File: config.mk
export PLATFORM = sky130hd
export DESIGN_NAME = periph_ctl_bank
export DESIGN_NICKNAME = d
export VERILOG_FILES = /design/src/rtl/pcb_pkg.sv /design/src/rtl/pcb_rst_sync.sv /design/src/rtl/pcb_decode.sv /design/src/rtl/pcb_sc_word.sv /design/src/rtl/pcb_clk_pol.sv /design/src/rtl/periph_ctl_bank.sv
export SDC_FILE = /design/constraint.sdc
export NUM_CORES = 1
export LEC_CHECK = 0
export CORE_ASPECT_RATIO = 0.7
export CORE_MARGIN = 5
export CORE_UTILIZATION = 38
export DETAILED_ROUTE_END_ITERATION = 6
export PLACE_DENSITY = 0.64
export SYNTH_ARGS = -nofsm -noshare
export SYNTH_HDL_FRONTEND = slang
export SYNTH_SLANG_ARGS = --single-unit
File: constraint.sdc
create_clock -name clk -period 7.35 [get_ports clk]
set_clock_uncertainty 0.1 [all_clocks]
set_input_delay 1.1025 -clock clk [delete_from_list [all_inputs] [get_ports clk]]
set_output_delay 1.1025 -clock clk [all_outputs]
set_load 0.05 [all_outputs]
File: src/rtl/pcb_pkg.sv
package pcb_pkg;
  localparam int ADDR_W    = 12;
  localparam int DATA_W    = 32;
  localparam int NUM_WORDS = 4;
  localparam int NUM_PERIPH = 64;

  // word order: reset low, reset high, clock-stop low, clock-stop high
  typedef enum logic [1:0] {
    W_RST_LO  = 2'd0,
    W_RST_HI  = 2'd1,
    W_STOP_LO = 2'd2,
    W_STOP_HI = 2'd3
  } word_e;

  localparam logic [ADDR_W-1:0] RST_BASE  = 12'h040;
  localparam logic [ADDR_W-1:0] STOP_BASE = 12'h080;
  localparam logic [ADDR_W-1:0] HI_STEP   = 12'h010;
  localparam logic [ADDR_W-1:0] CLR_OFF   = 12'h004;

  function automatic logic [ADDR_W-1:0] word_base(input int w);
    logic [ADDR_W-1:0] b;
    b = (w < 2) ? RST_BASE : STOP_BASE;
    if ((w % 2) == 1) b = b + HI_STEP;
    return b;
  endfunction
endpackage

File: src/rtl/pcb_rst_sync.sv
module pcb_rst_sync (
  input  logic clk,
  input  logic rst_n,
  output logic rst_sync_n
);
  logic [1:0] sync_q;

  always_ff @(posedge clk or negedge rst_n) begin
    if (!rst_n) sync_q <= 2'b00;
    else        sync_q <= {sync_q[0], 1'b1};
  end

  assign rst_sync_n = sync_q[1];
endmodule

File: src/rtl/pcb_decode.sv
module pcb_decode
  import pcb_pkg::*;
#(
  parameter int AW = ADDR_W,
  parameter int DW = DATA_W,
  parameter int NW = NUM_WORDS
) (
  input  logic [AW-1:0]    addr,
  input  logic             we,
  input  logic [NW*DW-1:0] words,
  output logic [NW-1:0]    set_hit,
  output logic [NW-1:0]    clr_hit,
  output logic [DW-1:0]    rdata
);
  logic [NW-1:0] rd_hit;

  for (genvar w = 0; w < NW; w++) begin : g_dec
    localparam logic [AW-1:0] BASE = AW'(word_base(w));
    localparam logic [AW-1:0] CLRA = AW'(word_base(w) + CLR_OFF);
    assign set_hit[w] = we && (addr == BASE);
    assign clr_hit[w] = we && (addr == CLRA);
    assign rd_hit[w]  = (addr == BASE) || (addr == CLRA);
  end

  always_comb begin
    rdata = '0;
    for (int w = 0; w < NW; w++) begin
      if (rd_hit[w]) rdata = rdata | words[w*DW +: DW];
    end
  end
endmodule

File: src/rtl/pcb_sc_word.sv
module pcb_sc_word #(
  parameter int             DW      = 32,
  parameter logic [DW-1:0]  RST_VAL = '0
) (
  input  logic          clk,
  input  logic          rst_n,
  input  logic          set_en,
  input  logic          clr_en,
  input  logic [DW-1:0] mask,
  output logic [DW-1:0] q
);
  logic [DW-1:0] q_nxt;
  logic          q_upd;

  always_comb begin
    q_upd = set_en || clr_en;
    q_nxt = q;
    if (set_en)      q_nxt = q | mask;
    else if (clr_en) q_nxt = q & ~mask;
  end

  always_ff @(posedge clk or negedge rst_n) begin
    if (!rst_n)     q <= RST_VAL;
    else if (q_upd) q <= q_nxt;
  end
endmodule

File: src/rtl/pcb_clk_pol.sv
module pcb_clk_pol #(
  parameter int             N         = 64,
  parameter logic [N-1:0]   INV_MASK  = '0,
  parameter logic [N-1:0]   MODE_MASK = '0
) (
  input  logic [N-1:0] stop,
  output logic [N-1:0] en,
  output logic         mode_o
);
  for (genvar i = 0; i < N; i++) begin : g_bit
    if (MODE_MASK[i]) begin : g_mode
      assign en[i] = 1'b0;
    end else if (INV_MASK[i]) begin : g_inv
      assign en[i] = stop[i];
    end else begin : g_norm
      assign en[i] = ~stop[i];
    end
  end

  assign mode_o = |(stop & MODE_MASK);
endmodule

File: src/rtl/periph_ctl_bank.sv
module periph_ctl_bank
  import pcb_pkg::*;
#(
  parameter logic [NUM_PERIPH-1:0] INV_MASK  = 64'h0000_0000_0000_4000,
  parameter logic [NUM_PERIPH-1:0] MODE_MASK = 64'h0000_0000_8000_0000
) (
  input  logic                  clk,
  input  logic                  rst_n,
  input  logic [ADDR_W-1:0]     bus_addr,
  input  logic [DATA_W-1:0]     bus_wdata,
  input  logic                  bus_we,
  output logic [DATA_W-1:0]     bus_rdata,
  output logic [NUM_PERIPH-1:0] periph_rst_o,
  output logic [NUM_PERIPH-1:0] periph_clk_en_o,
  output logic                  uart_div13_o
);
  localparam logic [NUM_PERIPH-1:0] STOP_INIT = ~(INV_MASK | MODE_MASK);
  localparam logic [NUM_PERIPH-1:0] RST_INIT  = '1;

  logic                        rst_sync_n;
  logic [NUM_WORDS-1:0]        set_hit;
  logic [NUM_WORDS-1:0]        clr_hit;
  logic [NUM_WORDS*DATA_W-1:0] words;
  logic [NUM_PERIPH-1:0]       stop_bits;

  pcb_rst_sync u_rst_sync (
    .clk        (clk),
    .rst_n      (rst_n),
    .rst_sync_n (rst_sync_n)
  );

  pcb_decode #(.AW(ADDR_W), .DW(DATA_W), .NW(NUM_WORDS)) u_decode (
    .addr    (bus_addr),
    .we      (bus_we),
    .words   (words),
    .set_hit (set_hit),
    .clr_hit (clr_hit),
    .rdata   (bus_rdata)
  );

  for (genvar w = 0; w < NUM_WORDS; w++) begin : g_word
    if (w < 2) begin : g_rst
      pcb_sc_word #(.DW(DATA_W), .RST_VAL(RST_INIT[w*DATA_W +: DATA_W])) u_word (
        .clk    (clk),
        .rst_n  (rst_sync_n),
        .set_en (set_hit[w]),
        .clr_en (clr_hit[w]),
        .mask   (bus_wdata),
        .q      (words[w*DATA_W +: DATA_W])
      );
    end else begin : g_stop
      pcb_sc_word #(.DW(DATA_W), .RST_VAL(STOP_INIT[(w-2)*DATA_W +: DATA_W])) u_word (
        .clk    (clk),
        .rst_n  (rst_sync_n),
        .set_en (set_hit[w]),
        .clr_en (clr_hit[w]),
        .mask   (bus_wdata),
        .q      (words[w*DATA_W +: DATA_W])
      );
    end
  end

  assign periph_rst_o = {words[W_RST_HI*DATA_W +: DATA_W], words[W_RST_LO*DATA_W +: DATA_W]};
  assign stop_bits    = {words[W_STOP_HI*DATA_W +: DATA_W], words[W_STOP_LO*DATA_W +: DATA_W]};

  pcb_clk_pol #(.N(NUM_PERIPH), .INV_MASK(INV_MASK), .MODE_MASK(MODE_MASK)) u_pol (
    .stop   (stop_bits),
    .en     (periph_clk_en_o),
    .mode_o (uart_div13_o)
  );
endmodule

==> flow_summary.yaml, run 1 <==
placement:
  dp_slack_ns: 2.20
  place.gp.congestion: 0.760
  port_buffers: 206
  dpl.hpwl_mm: 14.9
timing:
  finalHoldViolations: 0
  finalSetupViolCount: 0
  worst_slack_ns: 2.19
  rsz0062_at_grt: "no"
  finalSetupTns_ns: 0
  min_period_ns: 5.16
  tightest_slew_ns: 1.13
  slew_headroom: 0.246
  slew_viol_final: 0
  fin_crit_sh: 0.702
  max_freq_mhz: 194
  hold_slack_ns: 0.252
setup_path:
  ff2ff_setup_slack_ns: 5.35
  rr_startpoint: "u_rst_sync.sync_q[1]$_DFF_PN0_"
  ff2ff_path_depth: 1
  critPathMaxStageDelay_ns: 0.86
  critPathArrivalTime_ns: 3.96
  crit_path_end_kind: "output pin"
  critPathRequiredTime_ns: 6.15
  worstPathCellList: "clkdlybuf4s50_1 > nor4_4 > buf_12 > nand3_1 > a21oi_1 > clkdlybuf4s50_1"
  crit_type: "in -> out"
  path_max_fanout: 192
  worstSetupStartpointType: "input pin"
  crit_slowest_cell: "clkdlybuf4s50_1"
  crit_top_cell: "clkdlybuf4s50_1"
synth:
  ys_ff_latch: 130
  syn_inst: 843
  synth_cell_types: 19
  synth_area_mm2: 0.00816
  yosysWarnings: 0
  syn_nets: 890
  syn_avg_cell_area_um2: 9.68
  ys_seq_area_frac: 0.418
global_route:
  grt_pass1_wl_mm: 39.5
  grt_pass1_vias: 6942
  grt_max_degree: 193
  overflow: 0
  grt_antenna_before_repair: 1
  grt_usage: 0.198
run_status:
  status: "finished, final reports clean"
detailed_routing:
  drc: 0
  wl_met3_mm: 1.90
  ant_nets: 0
  drt-pass1-iter-count: 4
  top_layer: "met5"
  wl_mm: 24.7
  num_vias: 6879
  wl_met1_mm: 11.8
  wl_met2_mm: 10.7
  drtIter0Drc: 455
  avgRoutedWirePerCell_um: 19.4
  viasPerCell: 5.42
hold_path:
  min_to: "u_rst_sync.sync_q[1]$_DFF_PN0_"
  hp-start: "u_rst_sync.sync_q[0]$_DFF_PN0_"
  worstHoldPathCells: 0
  hold_class: "reg -> reg"
clocking:
  cts_root_buffer: "clkbuf_16"
  htreeDepth: 4
  clockBufferDepth: 2
  path_clk_slew_ns: 0.06
  clock_latency_ns: 0.41
  cts.sinks: 130
  postCtsSetupBuffers: 0
  ctsHoldBuffers: 0
  cts_buffers: 17
  cts-resized-gates: 0
  cts_tree: "yes"
layout:
  final_common_cell: "clkdlybuf4s50_1"
  syn2layout_area_growth_pct: 33.5
  drive_gt1_frac: 0.241
  fin_nets: 1028
  final_cell_mix: "clkdlybuf4s50_1 (203), inv_1 (128), nand4_1 (128), mux2i_1 (128), dfstp_2 (126)"
  antenna_cells: 0
floorplanning:
  fp-row-count: 44
  fp.coreArea_mm2: 0.0209
  start_util: 0.390
  die_x_um: 185
  die_area_mm2: 0.0246
  ioPinCount: 208
  die_h_um: 133
power:
  power.leakage_nw: 5.67
  p_per_area_mw_per_mm2: 168
  ir_drop_mv: 0.114
run:
  cap_violations: 0
where the power goes:
| group | switching [mW] | total (mW) | internal [mW] | leakage [nW] |
|---|---|---|---|---|
| combinational | 0.105 | 0.158 | 0.0536 | 4.00 |
| clock | 0.337 | 0.940 | 0.603 | 0.307 |
| sequential | 0.00858 | 0.734 | 0.725 | 1.37 |
| total | 0.450 | 1.83 | 1.38 | 5.67 |
synth_stat cells:
cell        n  area, um2
conb_1      2       7.51
and3_1     32        200
nor4_2      1       12.5
nor2b_1     2       12.5
and3b_1    32        280
inv_1     128        480
or4_1       1       7.51
buf_2      37        185
mux2_2     64        721
dfrtp_1     4        100
mux2i_1   128       1280
dfstp_2   126       3310
nand4_1   128        801
clkbuf_1   36        135
buf_1      12       45.0
a21oi_1    32        160
buf_4      13       97.6
nor4_1      1       6.26
nand3_1    64        320
layer usage:
layer | GRT usage | vias to the layer above
met5 | 0 | -
li1 | - | 3241
met4 | 0.0387 | 2
met3 | 0.0636 | 17
met1 | 0.287 | 3389
met2 | 0.292 | 230
critical path: cells and delay by family:
family / cells / cell delay, ns
AOI/OAI and AO/OA: 1 / 0.26
and+or+nand+nor: 2 / 0.50
buffers and inverters: 3 / 1.92
worst max path at each step:
stage / start / end / slack [ns] / cells after the start
4_1_cts: bus_addr[7] / bus_rdata[31] / 2.21 / 6
5_1_grt: bus_addr[7] / bus_rdata[16] / 2.08 / 6
3_5_place_dp: bus_addr[7] / bus_rdata[31] / 2.20 / 6
2_1_floorplan: bus_addr[11] / bus_rdata[11] / 3.41 / 5
3_3_place_gp: bus_addr[5] / bus_rdata[0] / 2.26 / 4
6_report: bus_addr[11] / bus_rdata[0] / 2.19 / 6
metrics by stage:
stage | total power [mW] | util | area [um2] | std cells
final | 1.83 | 0.521 | 10900 | 1270
after global routing | 1.90 | 0.521 | 10900 | 1270
after detailed placement | 0.903 | 0.490 | 10300 | 1238
after global placement | 0.903 | 0.490 | 10300 | 1238
after floorplan | 0.839 | - | 8160 | 843
after CTS | 1.85 | 0.521 | 10900 | 1270
cell families after synthesis:
| group | after synthesis | share of synthesized area |
|---|---|---|
| AND/OR/NAND/NOR | 261 | 0.201 |
| buffers and inverters | 226 | 0.116 |
| multiplexers | 192 | 0.245 |
| other | 2 | 0.000920 |
| flip-flops | 130 | 0.418 |
| AO/OA/AOI/OAI | 32 | 0.0196 |
area by class of cell:
cell class	instances	area, um2
repair buffers	217	2170
clock buffers	19	433
multi-input cells	487	3840
fillers	1931	10000
flip-flops and latches	130	3410
clock inverters	13	210
well taps	276	345
inverters	128	480
(Power assumes the default switching activity.)
==> run 2, diff against run 1 <==
clock period = 5 ns   (was 7.35 ns; I/O delays follow)
==> flow_summary.yaml, run 2 (synthesized netlist as in run 1, its figures left out) <==
setup_path:
  critPathMaxStageDelay_ns: 1.10
  ff2ff_setup_slack_ns: 3.57
  critical_path_buf_inv_count: 2
  path_max_fanout: 32
  worstPathCellList: "clkdlybuf4s50_1 > or4_2 > a21oi_1 > clkdlybuf4s50_1"
  ff2ff_path_depth: 1
  crit_path_end_kind: "output pin"
  crit_slowest_cell: "or4_2"
  critPathArrivalTime_ns: 3.40
  crit_top_cell: "clkdlybuf4s50_1"
  critPathTopFamily: "buffers and inverters"
  rr_startpoint: "u_rst_sync.sync_q[1]$_DFF_PN0_"
  crit_type: "in -> out"
  critPathRequiredTime_ns: 4.15
  worstSetupStartpointType: "input pin"
layout:
  nFillCells: 1951
  multi_input_area_mm2: 0.00384
  final_cell_mix: "clkdlybuf4s50_1 (202), inv_1 (128), nand4_1 (128), mux2i_1 (128), dfstp_2 (126)"
  fin_area_mm2: 0.0110
  final_common_cell: "clkdlybuf4s50_1"
  instances_no_fill: 1278
  layout.area.seq_mm2: 0.00341
  drive_gt1_frac: 0.250
  fin_nets: 1036
  antenna_cells: 0
  syn2layout_area_growth_pct: 34.4
timing:
  finalSetupTns_ns: 0
  tightest_slew_ns: 1.05
  finalHoldViolations: 0
  max_freq_mhz: 235
  worst_slack_ns: 0.748
  slew_viol_final: 0
  finalSetupViolCount: 0
  fin_crit_sh: 0.850
  rsz0062_at_grt: "no"
  min_period_ns: 4.25
  slew_headroom: 0.297
floorplanning:
  die_area_mm2: 0.0246
  ioPinCount: 208
  die_h_um: 133
  start_util: 0.390
  die_x_um: 185
  fp.coreArea_mm2: 0.0209
  fp-row-count: 44
power:
  internal_power_mw: 1.97
  p_sw_mw: 0.660
  ir_drop_mv: 0.179
  p_seq_frac: 0.408
  power_frac_clock: 0.501
  p_per_area_mw_per_mm2: 240
  p_comb_frac: 0.091
  power.leakage_nw: 5.71
  swShare: 0.250
clocking:
  cts_tree: "yes"
  path_clk_slew_ns: 0.06
  cts-resized-gates: 0
  htreeDepth: 4
  cts.sinks: 130
  cts_root_buffer: "clkbuf_16"
  clockBufferDepth: 2
  ctsHoldBuffers: 0
  postCtsSetupBuffers: 0
  cts_buffers: 17
  clock_latency_ns: 0.42
placement:
  place.gp.congestion: 0.762
  dp_slack_ns: 0.716
  place_area_mm2: 0.0103
  dpl.hpwl_mm: 15.6
  port_buffers: 206
  dp.cells: 1246
detailed_routing:
  drt-pass1-iter-count: 7
  viasPerCell: 5.30
  avgRoutedWirePerCell_um: 19.2
  drc: 0
  ant_nets: 0
  wl_mm: 24.6
  drtIter0Drc: 429
  num_vias: 6773
hold_path:
  hold_class: "reg -> reg"
  worstHoldPathCells: 0
  hp-start: "u_rst_sync.sync_q[0]$_DFF_PN0_"
  min_to: "u_rst_sync.sync_q[1]$_DFF_PN0_"
global_route:
  grt_antenna_before_repair: 0
  grt_max_degree: 129
  grt_pass1_wl_mm: 39.3
  grt_usage: 0.198
  grt_pass1_vias: 6812
  overflow: 0
run:
  cap_violations: 0
run_status:
  status: "finished, final reports clean"
-- run 2: cell types whose count changed in the layout (fill, tap and decap cells not counted), sizes merged --
cell	change
buf	+9
bufinv	-2
clkinvlp	+2
clkbuf	+1
clkdlybuf4s50	-1
clkinv	-1
-- run 2: layout make-up --
class,instances,area share
tap,276,0.0315
clock buffer,20,0.0425
clock inverter,12,0.0143
timing repair buffer,225,0.207
multi-input combinational,487,0.350
sequential,130,0.311
inverter,128,0.0438
-- run 2: stage by stage --
step | power (mW) | hold slack, ns | util
final | 2.63 | 0.248 | 0.524
after global placement | 1.33 | 0.233 | 0.495
after CTS | 2.67 | 0.251 | 0.524
after detailed placement | 1.33 | 0.237 | 0.495
after global routing | 2.73 | 0.273 | 0.524
after floorplan | 1.23 | 0.231 | -
-- run 2: worst max path at each step --
stage	from	to	depth (start not counted)
floorplan	u_rst_sync.sync_q[1]$_DFF_PN0_	asynchronous set/reset pin	0
global placement	bus_addr[5]	bus_rdata[3]	4
detailed placement	bus_addr[5]	bus_rdata[23]	4
CTS	bus_addr[5]	bus_rdata[23]	4
global route	bus_addr[5]	bus_rdata[26]	4
finish	bus_addr[5]	bus_rdata[23]	4
-- run 2: metal layers --
layer	GRT usage	share of wire	up-vias	wire length, um
li1	-	-	3257	-
met1	0.289	0.49	3286	12000
met2	0.289	0.43	207	10500
met3	0.0573	0.073	23	1790
met4	0.0489	0.012	0	285
met5	0	0	-	0
-- run 2: power groups by stage --
stage	registers, mW	logic [mW]	clock network [mW]
after global routing	1.08	0.259	1.39
final	1.08	0.240	1.32
after CTS	1.08	0.241	1.35
after detailed placement	1.09	0.241	0
after global placement	1.09	0.241	0
after floorplan	1.11	0.128	0
